[src/rtl/lsw_pkg.sv]
package lsw_pkg;
  typedef enum logic [1:0] {
    KIND_NONE  = 2'b00,
    KIND_AMP   = 2'b01,
    KIND_FREQ  = 2'b10,
    KIND_PHASE = 2'b11
  } sweep_kind_e;
endpackage

[src/rtl/lsw_width_sel.sv]
module lsw_width_sel #(
  parameter int DW  = 32,
  parameter int AMW = 10,
  parameter int FQW = 32,
  parameter int PHW = 14
) (
  input  logic [1:0]    kind,
  input  logic          on,
  output logic [DW-1:0] mask,
  output logic          active
);
  import lsw_pkg::*;

  function automatic logic [DW-1:0] low_ones(input int n);
    return {DW{1'b1}} >> (DW - n);
  endfunction

  localparam logic [DW-1:0] AM_MASK = low_ones(AMW);
  localparam logic [DW-1:0] FQ_MASK = low_ones(FQW);
  localparam logic [DW-1:0] PH_MASK = low_ones(PHW);

  always_comb begin
    unique case (sweep_kind_e'(kind))
      KIND_AMP:   mask = AM_MASK;
      KIND_FREQ:  mask = FQ_MASK;
      KIND_PHASE: mask = PH_MASK;
      default:    mask = {DW{1'b1}};
    endcase
  end

  assign active = on && (sweep_kind_e'(kind) != KIND_NONE);
endmodule

[src/rtl/lsw_step_unit.sv]
module lsw_step_unit #(
  parameter int DW = 32
) (
  input  logic [DW-1:0] acc,
  input  logic [DW-1:0] lo,
  input  logic [DW-1:0] hi,
  input  logic [DW-1:0] up,
  input  logic [DW-1:0] dn,
  input  logic          dir_up,
  input  logic          no_dwell,
  output logic [DW-1:0] nxt,
  output logic          hit_hi,
  output logic          hit_lo
);
  function automatic logic [DW:0] wide_add(input logic [DW-1:0] a, input logic [DW-1:0] b);
    return {1'b0, a} + {1'b0, b};
  endfunction

  logic [DW:0] climb_sum;
  logic [DW:0] floor_lim;

  assign climb_sum = wide_add(acc, up);
  assign floor_lim = wide_add(lo, dn);
  assign hit_hi    = climb_sum >= {1'b0, hi};
  assign hit_lo    = {1'b0, acc} < floor_lim;

  always_comb begin
    if (dir_up) begin
      if (hit_hi) nxt = no_dwell ? '0 : hi;
      else        nxt = climb_sum[DW-1:0];
    end else begin
      if (hit_lo) nxt = lo;
      else        nxt = acc - dn;
    end
  end
endmodule

[src/rtl/lin_sweep_ctrl.sv]
module lin_sweep_ctrl #(
  parameter int DW  = 32,
  parameter int AMW = 10,
  parameter int FQW = 32,
  parameter int PHW = 14
) (
  input  logic          clk,
  input  logic          rst_n,
  input  logic          sweep_on,
  input  logic [1:0]    sweep_kind,
  input  logic          no_dwell,
  input  logic          dir_up,
  input  logic          step_stb,
  input  logic [DW-1:0] lo_word,
  input  logic [DW-1:0] hi_word,
  input  logic [DW-1:0] up_step,
  input  logic [DW-1:0] dn_step,
  output logic [DW-1:0] sweep_word
);
  logic [DW-1:0] mask;
  logic          active;
  logic [DW-1:0] lo_m, hi_m, up_m, dn_m;
  logic [DW-1:0] acc_q, acc_nxt;
  logic          hit_hi, hit_lo;
  logic          step_fire;

  lsw_width_sel #(.DW(DW), .AMW(AMW), .FQW(FQW), .PHW(PHW)) u_wsel (
    .kind(sweep_kind), .on(sweep_on), .mask(mask), .active(active)
  );

  assign lo_m = lo_word & mask;
  assign hi_m = hi_word & mask;
  assign up_m = up_step & mask;
  assign dn_m = dn_step & mask;

  lsw_step_unit #(.DW(DW)) u_step (
    .acc(acc_q), .lo(lo_m), .hi(hi_m), .up(up_m), .dn(dn_m),
    .dir_up(dir_up), .no_dwell(no_dwell),
    .nxt(acc_nxt), .hit_hi(hit_hi), .hit_lo(hit_lo)
  );

  assign step_fire = active && step_stb;

  always_ff @(posedge clk) begin
    if (!rst_n)         acc_q <= '0;
    else if (!active)   acc_q <= lo_m;
    else if (step_fire) acc_q <= acc_nxt;
  end

  assign sweep_word = acc_q & mask;
endmodule

[config.mk]
export PLATFORM = sky130hd
export DESIGN_NAME = lin_sweep_ctrl
export DESIGN_NICKNAME = d
export VERILOG_FILES = /design/src/rtl/lsw_pkg.sv /design/src/rtl/lsw_width_sel.sv /design/src/rtl/lsw_step_unit.sv /design/src/rtl/lin_sweep_ctrl.sv
export SDC_FILE = /design/constraint.sdc
export NUM_CORES = 1
export LEC_CHECK = 0
export ABC_AREA = 1
export BUFFER_PORTS_ARGS = -buffer_cell sky130_fd_sc_hd__buf_2
export CORE_MARGIN = 1.5
export CORE_UTILIZATION = 40
export CTS_CLUSTER_SIZE = 10
export DETAILED_ROUTE_END_ITERATION = 8
export GPL_ROUTABILITY_DRIVEN = 0
export SLEW_MARGIN = 20
export SYNTH_ARGS = -nofsm -noshare
export SYNTH_HDL_FRONTEND = slang
export SYNTH_HIERARCHICAL = 1
export SYNTH_SLANG_ARGS = --single-unit
[constraint.sdc]
create_clock -name clk -period 4.7 [get_ports clk]
set_clock_uncertainty 0.2 [all_clocks]
set_input_delay 0.235 -clock clk [delete_from_list [all_inputs] [get_ports clk]]
set_output_delay 0.235 -clock clk [all_outputs]
set_load 0.02 [all_outputs]
==> flow_summary.yaml <==
worst_setup_path:
  criticalPathCategory: "in -> reg"
  worst_path_largest_cell_delay_ns: 0.41
  cp.required_ns: 4.67
  worst_ep_arrival_time_ns: 4.36
  slowest_stage: "ha_1"
  path_buf_inv: 7
  worstSetupEndpointType: "flip-flop"
  cp-start-kind: "input pin"
  r2r_slack_ns: 0.38
  crit_family: "simple AND/OR/NAND/NOR gates"
  path_common_cell: "nand2_1"
  path_max_fanout: 34
placed_design:
  hpwlAfterDp_um: 37300
  portBuffers: 167
  dp_slack_ns: -0.139
layout:
  antennaDiodeCount: 0
  largest_reg_flops: 32
  nets: 2657
  area_growth_pct: 14.1
  largestRegisters: "acc_q (32)"
  drive_gt1_share_pct: 17.0
  fill_cells: 3324
  top_register: "acc_q"
synthesis:
  ys_top_cells_by_area: "nand2_1 (17%), ha_1 (16%), inv_1 (14%)"
  synth_ff_type: "dfxtp_1"
  ys_top_cells_by_count: "nand2_1 (555), inv_1 (457), nand3_1 (260)"
  synth_edf_count: 0
  synthCells: 2174
  synth_cell_types: 58
  ys.warnings.count: 6
  yosys.area.top_type_share_pct: 16.9
  synth_area_per_cell_um2: 5.68
  yosysTopAreaCell: "nand2_1"
  synth_area_mm2: 0.0123
  ys_ff_latch: 32
  yosysSeqAreaShare_pct: 5.19
  synth.most_common_cell: "nand2_1"
  synthArstFlopShare_pct: 0
pwr:
  clkPwrFrac_pct: 11.6
  p_sw_mw: 1.40
  p_int_mw: 1.23
  p_seq_share_pct: 12.2
  power_density_mw_per_mm2: 187
  vdd_ir_drop_max_mv: 0.117
  p_sw_share_pct: 53.1
  power.leakage_nw: 8.71
  power_frac_comb_pct: 76.2
  total_power_mw: 2.63
routing:
  drc_errors: 0
  drt_first_pass_iters: 7
  wl_per_cell_um: 15.6
  ant_nets: 0
  via_per_inst: 5.07
  drt-total-wl_um: 42900
  drt-initial-drc-count: 1308
  num_vias: 14000
global_routing:
  first_global_vias: 12700
  grt_max_degree: 66
  grt_usage_pct: 26.4
  grt_overflow: 0
  antenna_found_initial: 0
  grt_pass1_wl_um: 65900
sta:
  rsz0062_at_grt: "true"
  report.final.setup_viol: 0
  min_period_ns: 4.38
  worst_slew_pin_slew_ns: 1.02
  postLayoutSetupSlackWorst_ns: 0.317
  maxSlewHeadroom_pct: 32.0
  finalSetupTns_ns: 0
  finalMaxSlewViolations: 0
  fmax_ghz: 0.228
  fin_crit_sh_pct: 93.2
  final_hold_viol_count: 0
clock_tree:
  cts.path.max_buffers: 2
  clock-sinks: 32
  ctsHoldBuffers: 0
  clk_latency_ns: 0.28
  cts_tree: "built"
  cts_max_level: 2
  numCtsBuffers: 5
  path_clk_slew_ns: 0.05
  clock-root-buffer: "clkbuf_16"
die:
  chipWidth_um: 179
  start_util_pct: 40.5
  row_count: 64
  die_h_um: 179
  pin_count: 168
  core_mm2: 0.0305
  die_area_mm2: 0.0319
hold_path:
  worstHoldPathType: "in -> reg"
run:
  drv_cap: 0
status:
  run_status: "finished, final reports clean"
==> power groups by stage <==
stage / Clock, mW / Sequential [mW] / Combinational (mW)
6_report: 0.306 / 0.321 / 2.00
5_1_grt: 0.321 / 0.322 / 2.23
4_1_cts: 0.312 / 0.319 / 1.94
3_5_place_dp: 0 / 0.325 / 1.93
3_3_place_gp: 0 / 0.325 / 1.91
2_1_floorplan: 0 / 0.319 / 1.44
==> metal layers <==
metal	wire, µm	global-route usage, %	vias to the layer above
met5	0	0	-
met2	19700	44.8	416
met1	19900	36.7	6295
li1	-	-	7209
met4	1000	6.88	0
met3	2300	0.827	55
==> kinds of logic (layout without fill, tap and decap cells) <==
logic type	after synthesis	count (layout)	synth area share, %
other	1	10	0.0304
DFF	32	32	5.19
adders and majority gates	161	161	16.5
buffers and inverters	543	720	18.8
AOI/OAI and AO/OA	263	263	12.6
xor gates and xnor gates	72	72	5.11
and+or+nand+nor	1102	1102	41.8
==> area by class of cell <==
cell class                      instances  area [µm²]  share of cell area, %
Multi-Input combinational cell       1608        9540                   67.7
Inverter                              465        1750                   12.4
Timing Repair Buffer                  248        1520                   10.8
Sequential cell                        32         642                   4.56
Tap cell                              396         495                   3.52
Clock buffer                            6         129                  0.915
Clock inverter                          1        5.00                 0.0355
==> worst paths after layout <==
path                      start         to  cells after the start
setup reg to reg       acc_q[0]  acc_q[28]                     33
setup / recovery  sweep_kind[0]   acc_q[9]                     29
hold / removal       lo_word[2]   acc_q[2]                      5
hold reg to reg        acc_q[0]   acc_q[0]                      4
==> per-stage QoR <==
step	util [%]	std cells	hold WS [ns]	cell area (µm²)
after floorplan	-	2183	0.133	12400
after global placement	45.1	2743	0.391	13800
after detailed placement	45.1	2743	0.393	13800
after CTS	45.6	2750	0.102	13900
after global routing	46.2	2756	0.141	14100
final	46.2	2756	0.110	14100
==> cells in the final DEF, fill, tap and decap left out, types with 10 or more instances in the layout <==
cell and instances:
buf_2 167, conb_1 10, a21oi_1 116, nor3_1 14, xnor2_1 23, o21bai_1 15
a21o_1 11, xor2_1 46, nand2_1 547, ha_1 156, nand3_1 260, nand3b_1 13
nand2_4 33, buf_4 74, nand4_1 12, dfxtp_1 31, nor2_1 130, a31oi_1 14
o21ai_0 49, inv_1 456, o21ai_1 16, nand2_2 36, nand3_2 29
==> worst min-delay path: stages <==
cell     delay (ns)
buf_2          0.09
nand3_1        0.07
nand3_1        0.08
nand2_1        0.04
inv_1          0.04
==> timing repair <==
item / in CTS / in global routing
setup buffers: 0 / 6
resized for setup: 0 / 40
setup endpoints to repair: 0 / 32
(Power assumes the default switching activity.)
